## config.mk

```make
export PLATFORM = sky130hd
export DESIGN_NAME = gated_wdog
export DESIGN_NICKNAME = d
export VERILOG_FILES = /design/src/rtl/gated_wdog_pkg.sv /design/src/rtl/wd_tick_gen.sv /design/src/rtl/wd_downcount.sv /design/src/rtl/wd_event_gate.sv /design/src/rtl/gated_wdog.sv
export SDC_FILE = /design/constraint.sdc
export NUM_CORES = 1
export LEC_CHECK = 0
export CAP_MARGIN = 30
export CORE_ASPECT_RATIO = 0.75
export CORE_UTILIZATION = 57
export CTS_CLUSTER_SIZE = 40
export DETAILED_ROUTE_END_ITERATION = 10
export DONT_BUFFER_PORTS = 1
export GPL_ROUTABILITY_DRIVEN = 0
export GPL_TIMING_DRIVEN = 0
export PLACE_DENSITY = 0.72
export SKIP_LAST_GASP = 1
export SYNTH_ARGS = -nofsm -noshare
export SYNTH_HDL_FRONTEND = slang
export SYNTH_SLANG_ARGS = --single-unit
```

## constraint.sdc

```tcl
create_clock -name clk -period 2.4 [get_ports clk]
set_clock_uncertainty 0.1 [all_clocks]
set_input_delay 0.48 -clock clk [delete_from_list [all_inputs] [get_ports clk]]
set_output_delay 0.48 -clock clk [all_outputs]
set_load 0.005 [all_outputs]
```

## src/rtl/gated_wdog_pkg.sv

```systemverilog
package gated_wdog_pkg;
  typedef enum logic [1:0] {
    SEL_RELOAD = 2'd0,
    SEL_TBASE  = 2'd1,
    SEL_GATE   = 2'd2,
    SEL_EVENT  = 2'd3
  } wd_sel_e;

  localparam int unsigned GATE_BIT  = 1;
  localparam int unsigned TBASE_BIT = 0;
  localparam int unsigned EVENT_BIT = 0;
endpackage

```

## src/rtl/wd_tick_gen.sv

```systemverilog
module wd_tick_gen #(
  parameter int unsigned CLK_PER_SEC = 100_000_000,
  parameter int unsigned SEC_PER_MIN = 60
) (
  input  logic clk,
  input  logic arst_n,
  input  logic restart,
  input  logic use_sec,
  output logic unit_tick
);
  localparam int unsigned CW = (CLK_PER_SEC > 1) ? $clog2(CLK_PER_SEC) : 1;
  localparam int unsigned MW = (SEC_PER_MIN > 1) ? $clog2(SEC_PER_MIN) : 1;
  localparam logic [CW-1:0] CLK_LAST = CW'(CLK_PER_SEC - 1);
  localparam logic [MW-1:0] MIN_LAST = MW'(SEC_PER_MIN - 1);

  logic [CW-1:0] clk_q, clk_d;
  logic [MW-1:0] sec_q, sec_d;
  logic          sec_tick, min_tick;

  assign sec_tick  = (clk_q == CLK_LAST);
  assign min_tick  = sec_tick && (sec_q == MIN_LAST);
  assign unit_tick = use_sec ? sec_tick : min_tick;

  always_comb begin
    clk_d = clk_q;
    sec_d = sec_q;
    if (restart) begin
      clk_d = '0;
      sec_d = '0;
    end else if (sec_tick) begin
      clk_d = '0;
      sec_d = (sec_q == MIN_LAST) ? '0 : sec_q + 1'b1;
    end else begin
      clk_d = clk_q + 1'b1;
    end
  end

  always_ff @(posedge clk or negedge arst_n) begin
    if (!arst_n) begin
      clk_q <= '0;
      sec_q <= '0;
    end else begin
      clk_q <= clk_d;
      sec_q <= sec_d;
    end
  end
endmodule

```

## src/rtl/wd_downcount.sv

```systemverilog
module wd_downcount #(
  parameter int unsigned CNT_W      = 8,
  parameter int unsigned RST_PRESET = 60
) (
  input  logic             clk,
  input  logic             arst_n,
  input  logic             load,
  input  logic [CNT_W-1:0] load_val,
  input  logic             tick,
  output logic [CNT_W-1:0] count,
  output logic             expire
);
  logic [CNT_W-1:0] reload_q, reload_d;
  logic [CNT_W-1:0] cnt_q, cnt_d;

  assign expire = tick && !load && (cnt_q <= CNT_W'(1));
  assign count  = cnt_q;

  always_comb begin
    reload_d = reload_q;
    cnt_d    = cnt_q;
    if (load) begin
      reload_d = load_val;
      cnt_d    = load_val;
    end else if (expire) begin
      cnt_d = reload_q;
    end else if (tick) begin
      cnt_d = cnt_q - 1'b1;
    end
  end

  always_ff @(posedge clk or negedge arst_n) begin
    if (!arst_n) begin
      reload_q <= CNT_W'(RST_PRESET);
      cnt_q    <= CNT_W'(RST_PRESET);
    end else begin
      reload_q <= reload_d;
      cnt_q    <= cnt_d;
    end
  end
endmodule

```

## src/rtl/wd_event_gate.sv

```systemverilog
module wd_event_gate (
  input  logic clk,
  input  logic arst_n,
  input  logic expire,
  input  logic clr,
  input  logic gate,
  output logic event_flag,
  output logic rst_pulse
);
  logic evt_q, evt_d;
  logic pls_q, pls_d;
  logic rise;

  assign rise = expire && !evt_q;

  always_comb begin
    evt_d = evt_q;
    if (expire)   evt_d = 1'b1;
    else if (clr) evt_d = 1'b0;
    pls_d = rise && gate;
  end

  always_ff @(posedge clk or negedge arst_n) begin
    if (!arst_n) begin
      evt_q <= 1'b0;
      pls_q <= 1'b0;
    end else begin
      evt_q <= evt_d;
      pls_q <= pls_d;
    end
  end

  assign event_flag = evt_q;
  assign rst_pulse  = pls_q;
endmodule

```

## src/rtl/gated_wdog.sv

```systemverilog
module gated_wdog
  import gated_wdog_pkg::*;
#(
  parameter int unsigned CLK_PER_SEC = 100_000_000,
  parameter int unsigned SEC_PER_MIN = 60,
  parameter int unsigned CNT_W       = 8,
  parameter int unsigned RST_PRESET  = 60
) (
  input  logic             clk,
  input  logic             rst_n,
  input  logic             wr_en,
  input  logic [1:0]       wr_addr,
  input  logic [7:0]       wr_data,
  output logic [CNT_W-1:0] count_o,
  output logic             tbase_sec_o,
  output logic             gate_o,
  output logic             event_o,
  output logic             sys_rst_o
);
  logic [1:0] rsync_q;
  logic       srst_n;

  always_ff @(posedge clk or negedge rst_n) begin
    if (!rst_n) rsync_q <= 2'b00;
    else        rsync_q <= {rsync_q[0], 1'b1};
  end
  assign srst_n = rsync_q[1];

  logic wr_reload, wr_tbase, wr_gate, wr_event;
  assign wr_reload = wr_en && (wr_addr == SEL_RELOAD);
  assign wr_tbase  = wr_en && (wr_addr == SEL_TBASE);
  assign wr_gate   = wr_en && (wr_addr == SEL_GATE);
  assign wr_event  = wr_en && (wr_addr == SEL_EVENT);

  logic tbase_q, tbase_d, gate_q, gate_d;

  always_comb begin
    tbase_d = wr_tbase ? wr_data[TBASE_BIT] : tbase_q;
    gate_d  = wr_gate  ? wr_data[GATE_BIT]  : gate_q;
  end

  always_ff @(posedge clk or negedge srst_n) begin
    if (!srst_n) begin
      tbase_q <= 1'b1;
      gate_q  <= 1'b0;
    end else begin
      tbase_q <= tbase_d;
      gate_q  <= gate_d;
    end
  end

  logic unit_tick, expire;

  wd_tick_gen #(
    .CLK_PER_SEC (CLK_PER_SEC),
    .SEC_PER_MIN (SEC_PER_MIN)
  ) u_tick (
    .clk       (clk),
    .arst_n    (srst_n),
    .restart   (wr_reload),
    .use_sec   (tbase_q),
    .unit_tick (unit_tick)
  );

  wd_downcount #(
    .CNT_W      (CNT_W),
    .RST_PRESET (RST_PRESET)
  ) u_cnt (
    .clk      (clk),
    .arst_n   (srst_n),
    .load     (wr_reload),
    .load_val (CNT_W'(wr_data)),
    .tick     (unit_tick),
    .count    (count_o),
    .expire   (expire)
  );

  wd_event_gate u_evt (
    .clk        (clk),
    .arst_n     (srst_n),
    .expire     (expire),
    .clr        (wr_event && wr_data[EVENT_BIT]),
    .gate       (gate_q),
    .event_flag (event_o),
    .rst_pulse  (sys_rst_o)
  );

  assign tbase_sec_o = tbase_q;
  assign gate_o      = gate_q;
endmodule

```

==> results.tsv, run 1 <==
stage	metric	value	unit
run_status	outcome	finished, violations left	
run_status	failing checks	DRC	
sta	RSZ-0062 raised after global routing	true	
routing	# DRC	3	
sta	Slew Viols, Final	0	
critical_path	maximum fanout along the worst path	8	
sta	sum of negative setup slack	0	ps
place	Placed Cells	364	
cells_and_area	design area	3222	um^2
cts	CTS tree	done	
sta	fin crit share	0.9815	
cells_and_area	# diodes	0	
global_routing	Global Route Usage Sum	0.2556	
yosys	sequential fraction of the synthesis area	0.4834	
power_and_ir_drop	switch share	0.2944	
cts	CTS Buffer Depth	2	
critical_path	Crit path arrival time	2510	ps
floorplan	# IOs	25	
global_routing	largest net degree at the start of global routing	34	
global_routing	initial antenna violation count	0	
cells_and_area	Multi-input gate area	1449	um^2
cells_and_area	share of layout cells above drive strength 1	0.1626	
critical_path	WP data required	2550	ps
floorplan	Initial Util	0.6172	
cells_and_area	NumNets Final	342	
yosys	EDFF count, synth	0	
cts	TritonCTS buffer count	5	
power_and_ir_drop	peak supply drop	0.4726	mV
routing	post-DR vias/cell	6.052	
global_routing	vias in the first global route	2122	
routing	initial DRC count	198	
yosys	Syn Inst Count	305	
critical_path	worst path cell trace	ha_4 > nand3_2 > or4_4 > or2_1 > buf_6 > or4_1 > nand3b_1	
critical_path	Slowest cell on crit path	or4_1	
yosys	Yosys top cell by area	dfrtp_1	
yosys	Ys Warns	0	
cells_and_area	storage element area	1393	um^2
routing	DR WL/cell	16.52	um
sta	smallest hold slack	133.4	ps
yosys	ys flop type	dfrtp_1	
sta	Slew @ Worst Pin	905.8	ps
floorplan	die area	5326	um^2
place	HPWL Detailed	4401	um
yosys	unique cell type count in the Yosys netlist	53	
place	Port Buffers	0	
yosys	Post-synth ARST share	1.000	
global_routing	GRT overflow	0	
worst_hold_path	hold crit path type	reg2async	
floorplan	core footprint	4651	um^2
yosys	Mapped Area	2870	um^2
sta	final-report hold violation count	0	
cts	clk sinks	55	
critical_path	start of the worst register-to-register path	u_tick.clk_q[0]$_DFF_PN0_	
run	maximum capacitance violations	0	
cts	H-tree levels	2	
routing	first drt pass iteration count	8	
power_and_ir_drop	PD cells	639.3	nW/um^2
yosys	largest cells by area after synthesis	dfrtp_1 (40%), dfstp_2 (8.2%), nor2_1 (5.6%), nand2_1 (4.6%), xnor2_1 (4.0%)	
yosys	Yosys reg bits	55	
power_and_ir_drop	combinational power share	0.180	
sta	Setup-failing EPs final	0	
floorplan	chip width	83.94	um
critical_path	Crit. End Element	register	
critical_path	CP peak stage delay	540	ps
sta	post-route setup slack	44.32	ps
power_and_ir_drop	clock power share	0.254	
floorplan	row cnt	21	
cells_and_area	P&R area growth vs syn	12.25	%
floorplan	die height	63.46	um
place	Placement Setup Slack	-245.3	ps
yosys	Synthesized Nets	322	
power_and_ir_drop	internal power	1453	uW
cts	clock root buffer	clkbuf_8	
power_and_ir_drop	Leak	0.001408	uW
yosys	syn avg cell area	9.411	um^2
place	Placed Area	2968	um^2
routing	Routed Antenna Nets	0	
routing	via count	2318	
cells_and_area	non-filler cells, final	383	
global_routing	global-route wire length before repair	10630	um
routing	Post-Route WL	6326	um
cells_and_area	Fillers	345	
power_and_ir_drop	Net Sw Power	606.4	uW
cts	Clock transition at path regs	100	ps
sta	Final min period	2356	ps
power_and_ir_drop	Sequential Power Share	0.566	
sta	Max-slew headroom	0.3948	
critical_path	Setup crit start	u_tick.clk_q[0]$_DFF_PN0_	
critical_path	crit start category	register	
yosys	area fraction of the dominant cell type after synthesis	0.4010	
sta	Max Clock Freq	424.5	MHz
critical_path	WS Path Type	reg2reg	
cts	Worst-Skew Late Latency	300	ps
==> power groups by stage <==
| stage | sequential, uW | clock [uW] | combinational [uW] |
|---|---|---|---|
| global route | 1180 | 580 | 420 |
| CTS | 1160 | 539 | 322 |
| finish | 1170 | 522 | 371 |
| detailed placement | 1170 | 0 | 289 |
| global placement | 1180 | 0 | 266 |
| floorplan | 1140 | 0 | 230 |
==> layer usage <==
layer,GRT usage,share of wire,wire [um]
met5,0,0,0
met4,0.05819,0.0073,46
met2,0.3637,0.43,2739
met1,0.4000,0.50,3183
met3,0.04980,0.056,357
==> state kept, by name, indices dropped and copies added (netlist names) <==
name	count
u_tick.clk_q	27
gate_o	1
u_evt.rst_pulse	1
u_tick.sec_q	6
tbase_sec_o	1
u_cnt.reload_q	8
u_cnt.count	8
rsync_q	2
u_evt.event_flag	1
==> what timing repair did <==
item	4_1_cts	5_1_grt
pin swaps	1	4
hold buffers	1	0
endpoints found under the setup margin	37	32
endpoints found under the hold margin	2	0
buffers inserted	2	9
gates resized for setup	8	9
==> final timing paths <==
path	to	depth (start not counted)	slack, ps
worst max-delay path	u_cnt.count[4]$_DFFE_PN1P_	7	40
worst min register to register	u_tick.sec_q[1]$_DFFE_PN0P_	0	130
max in group asynchronous	u_cnt.count[5]$_DFFE_PN1P_	1	1470
worst max register to register	u_cnt.count[4]$_DFFE_PN1P_	7	40
worst min-delay path	u_tick.sec_q[1]$_DFFE_PN0P_	0	130
min in group clk	u_cnt.reload_q[3]$_DFFE_PN1P_	2	180
==> worst max-delay path: cells and delay by family, from the launching register on <==
kind	cells	cell delay, ps
fa+ha+maj	1	170
buf+inv	1	140
flops	1	410
simple gates	5	1470
==> cell families (layout without fill, tap and decap cells) <==
logic type                 count (synthesis)  after routing  share of synthesized area
xor gates and xnor gates                  26             26                    0.07934
other                                      1              1                   0.001307
AOI/OAI and AO/OA                         40             40                    0.09416
muxes                                      6              6                    0.02223
and+or+nand+nor                          153            153                     0.2724
adders and majority gates                  4              4                    0.01744
DFF                                       55             55                     0.4834
buffers and inverters                     20             41                    0.02964
==> through the flow <==
stage / utilization / power [uW]
CTS: 0.6696 / 2018
global route: 0.6928 / 2178
finish: 0.6928 / 2060
floorplan: - / 1375
global placement: 0.6325 / 1443
detailed placement: 0.6381 / 1460
==> cells in the final DEF (no fill, tap or decap), types with 3 or more instances in the layout <==
cell / Yosys / routed
nor2_1: 43 / 43
dfrtp_1: 46 / 42
nand2_1: 35 / 35
xnor2_1: 13 / 13
xor2_1: 13 / 13
nand3_1: 13 / 12
and3_1: 10 / 10
nor3_1: 11 / 10
buf_4: 0 / 10
nand4_1: 9 / 9
o21ai_0: 10 / 9
dfstp_2: 9 / 9
inv_1: 9 / 8
clkbuf_1: 8 / 7
or4_1: 7 / 7
a21oi_1: 8 / 7
clkbuf_8: 0 / 6
nor4_1: 5 / 4
dfrtp_2: 0 / 4
mux2i_1: 3 / 3
nand3b_1: 3 / 3
mux2_2: 3 / 3
==> cell usage after synthesis (all sizes together), types with 3 or more instances <==
master,instances
nor4,5
xor2,13
o21ai,10
nand4,10
or4,8
a21oi,8
and3,10
nand3,13
nand3b,3
dfstp,9
buf,3
mux2,3
dfrtp,46
nor2,43
clkbuf,8
ha,4
xnor2,13
inv,9
nor3,12
nand2,35
mux2i,3
==> layout make-up <==
type | count | share of cell area
timing repair buffer | 14 | 0.04039
sequential | 55 | 0.4322
multi-input combinational | 230 | 0.4497
clock inverter | 1 | 0.001553
inverter | 9 | 0.01049
buffer | 10 | 0.01670
clock buffer | 7 | 0.02680
tap | 57 | 0.02214
Note: power is estimated with default switching activity, not from simulation.
==> run 2: changes to the inputs <==
--- a/config.mk
+++ b/config.mk
@@ -7,13 +7,13 @@
 export LEC_CHECK = 0
 export CAP_MARGIN = 30
 export CORE_ASPECT_RATIO = 0.75
-export CORE_UTILIZATION = 57
+export CORE_UTILIZATION = 60
 export CTS_CLUSTER_SIZE = 40
 export DETAILED_ROUTE_END_ITERATION = 10
 export DONT_BUFFER_PORTS = 1
 export GPL_ROUTABILITY_DRIVEN = 0
 export GPL_TIMING_DRIVEN = 0
-export PLACE_DENSITY = 0.72
+export PLACE_DENSITY = 0.76
 export SKIP_LAST_GASP = 1
 export SYNTH_ARGS = -nofsm -noshare
 export SYNTH_HDL_FRONTEND = slang
==> constraint.sdc (replaced) <==
create_clock -name clk -period 2.35 [get_ports clk]
set_clock_uncertainty 0.1 [all_clocks]
set_input_delay 0.47 -clock clk [delete_from_list [all_inputs] [get_ports clk]]
set_output_delay 0.47 -clock clk [all_outputs]
set_load 0.005 [all_outputs]
==> run 2 against run 1 <==
The flow now finishes without violations. Power up 7.0%. Setup slack improved by 25 ps. Sequential cell count unchanged. Clock-buffer cell count fell by 1. Sequential share of layout area decreased by 0.36 points. Routed wire length down 1.1%. Global-route usage up 0.75 points. Critical endpoint is now u_tick.sec_q[2]$_DFFE_PN0P_. Critical path type unchanged. Critical path depth did not move.
==> results.tsv, run 2 (synthesis results as in run 1) <==
stage	metric	value	unit
critical_path	CP peak stage delay	480	ps
cells_and_area	# diodes	0	
floorplan	die area	5067	um^2
place	Placed Cells	364	
routing	# DRC	0	
global_routing	largest net degree at the start of global routing	42	
run_status	outcome	complete, no violations	
critical_path	crit path to	u_tick.sec_q[2]$_DFFE_PN0P_	
sta	fin crit share	0.9706	
sta	Max Clock Freq	438.4	MHz
critical_path	Reg2Reg Depth	7	
sta	Setup-failing EPs final	0	
floorplan	chip width	81.87	um
critical_path	most used cell, CP	or4_4	
global_routing	global-route wire length before repair	9777	um
place	HPWL Detailed	4367	um
global_routing	Global Route Usage Sum	0.2630	
routing	via count	2275	
routing	post-DR vias/cell	5.924	
cells_and_area	Largest register FFs	27	
critical_path	Crit path arrival time	2420	ps
critical_path	WS Path Type	reg2reg	
floorplan	Initial Util	0.6351	
cells_and_area	utilization after layout	0.7195	
cells_and_area	share of layout cells above drive strength 1	0.1743	
floorplan	core footprint	4519	um^2
power_and_ir_drop	Leak	0.001430	uW
power_and_ir_drop	peak supply drop	0.8068	mV
cts	CTS tree	done	
sta	final-report hold violation count	0	
cts	TritonCTS buffer count	5	
global_routing	M2 GR Usage	0.3613	
global_routing	initial antenna violation count	0	
cells_and_area	P&R area growth vs syn	13.30	%
sta	sum of negative setup slack	0	ps
place	Port Buffers	0	
floorplan	die height	61.90	um
sta	Slew Viols, Final	0	
cells_and_area	leading cell type in the layout, fill and taps excluded	nor2_1	
cts	clock root buffer	clkbuf_8	
sta	smallest hold slack	59.70	ps
routing	DR WL/cell	16.29	um
critical_path	Setup crit start	u_tick.clk_q[0]$_DFF_PN0_	
critical_path	WP data required	2490	ps
critical_path	start of the worst register-to-register path	u_tick.clk_q[0]$_DFF_PN0_	
worst_hold_path	hold crit path type	reg2async	
cts	Worst-Skew Late Latency	310	ps
critical_path	Slowest cell on crit path	or4_4	
cts	H-tree levels	2	
sta	Final min period	2281	ps
critical_path	reg-to-reg slack, setup	70	ps
cts	Clock transition at path regs	90	ps
run	maximum capacitance violations	0	
cells_and_area	Fillers	337	
critical_path	maximum fanout along the worst path	8	
cts	clk sinks	55	
place	Placed Area	2970	um^2
power_and_ir_drop	PD cells	677.7	nW/um^2
critical_path	crit start category	register	
routing	first drt pass iteration count	4	
critical_path	worst path cell trace	ha_4 > nand3_4 > or4_4 > or2_1 > buf_6 > or4_4 > a21oi_2	
routing	initial DRC count	151	
global_routing	vias in the first global route	2018	
global_routing	most used routing layer	met1	
cells_and_area	non-filler cells, final	384	
sta	Max-slew headroom	0.4765	
cells_and_area	NumNets Final	343	
cells_and_area	design area	3252	um^2
critical_path	Crit. End Element	register	
cts	CTS Buffer Depth	2	
routing	Routed Antenna Nets	0	
global_routing	M1 GR Usage	0.4192	
floorplan	# IOs	25	
critical_path	worst r2r dst	u_tick.sec_q[2]$_DFFE_PN0P_	
sta	Slew @ Worst Pin	783.6	ps
routing	Post-Route WL	6255	um
cells_and_area	Largest Register	u_tick.clk_q	
floorplan	row cnt	21	
global_routing	met3 GRT Util	0.05547	
cells_and_area	most frequent cells in the layout	nor2_1 (43), dfrtp_1 (41), nand2_1 (35)	
global_routing	GRT overflow	0	
[run 2: critical path: cells and delay by family (launching register included)]
| family | cells | cell delay (ps) |
|---|---|---|
| buffers and inverters | 1 | 140 |
| AND/OR/NAND/NOR | 4 | 1250 |
| AO/OA/AOI/OAI | 1 | 140 |
| flip-flops | 1 | 410 |
| adder cells (fa/ha/maj) | 1 | 180 |
[run 2: metal layers]
layer | wire length, um | share of wire | vias up
li1 | - | - | 1113
met1 | 3201 | 0.51 | 1105
met2 | 2639 | 0.42 | 52
met3 | 369 | 0.059 | 5
met4 | 45 | 0.0072 | 0
met5 | 0 | 0 | -
[run 2: where the power goes]
part,internal [uW],switching [uW],leakage [uW]
clock,345,302,0.0000612
combinational,175,195,0.000667
sequential,1060,126,0.000702
total,1580,623,0.00143
[run 2: repair_timing]
item | in CTS | in global routing
setup endpoints to repair | 34 | 33
resized for setup | 12 | 8
hold buffers | 1 | 0
pin swaps | 0 | 3
hold endpoints to repair | 2 | 0
setup buffers | 3 | 9
[run 2: worst min-delay path by stage]
stage,startpoint,endpoint
after CTS,rsync_q[1]$_DFF_PN0_,u_tick.clk_q[16]$_DFF_PN0_
final,rsync_q[1]$_DFF_PN0_,u_tick.clk_q[15]$_DFF_PN0_
after floorplan,rst_n,rsync_q[0]$_DFF_PN0_
after detailed placement,rsync_q[1]$_DFF_PN0_,u_tick.clk_q[12]$_DFF_PN0_
after global routing,rsync_q[1]$_DFF_PN0_,u_tick.clk_q[16]$_DFF_PN0_
after global placement,rst_n,rsync_q[0]$_DFF_PN0_
[run 2: per-stage QoR]
stage          total power [uW]  setup WS [ps]
2_1_floorplan              1406          105.1
3_3_place_gp               1480         -85.54
3_5_place_dp               1500         -120.1
4_1_cts                    2203         -4.845
5_1_grt                    2313         -8.531
6_report                   2204          69.18
[run 2: cell type report]
type,instances,area [um^2],area share
Tap cell,57,71.32,0.02193
Multi-Input combinational cell,230,1454,0.4471
Clock buffer,6,82.58,0.02539
Timing Repair Buffer,15,125.1,0.03848
Sequential cell,55,1394,0.4286
Inverter,9,33.78,0.01039
Clock inverter,2,35.03,0.01077
Buffer,10,56.30,0.01731
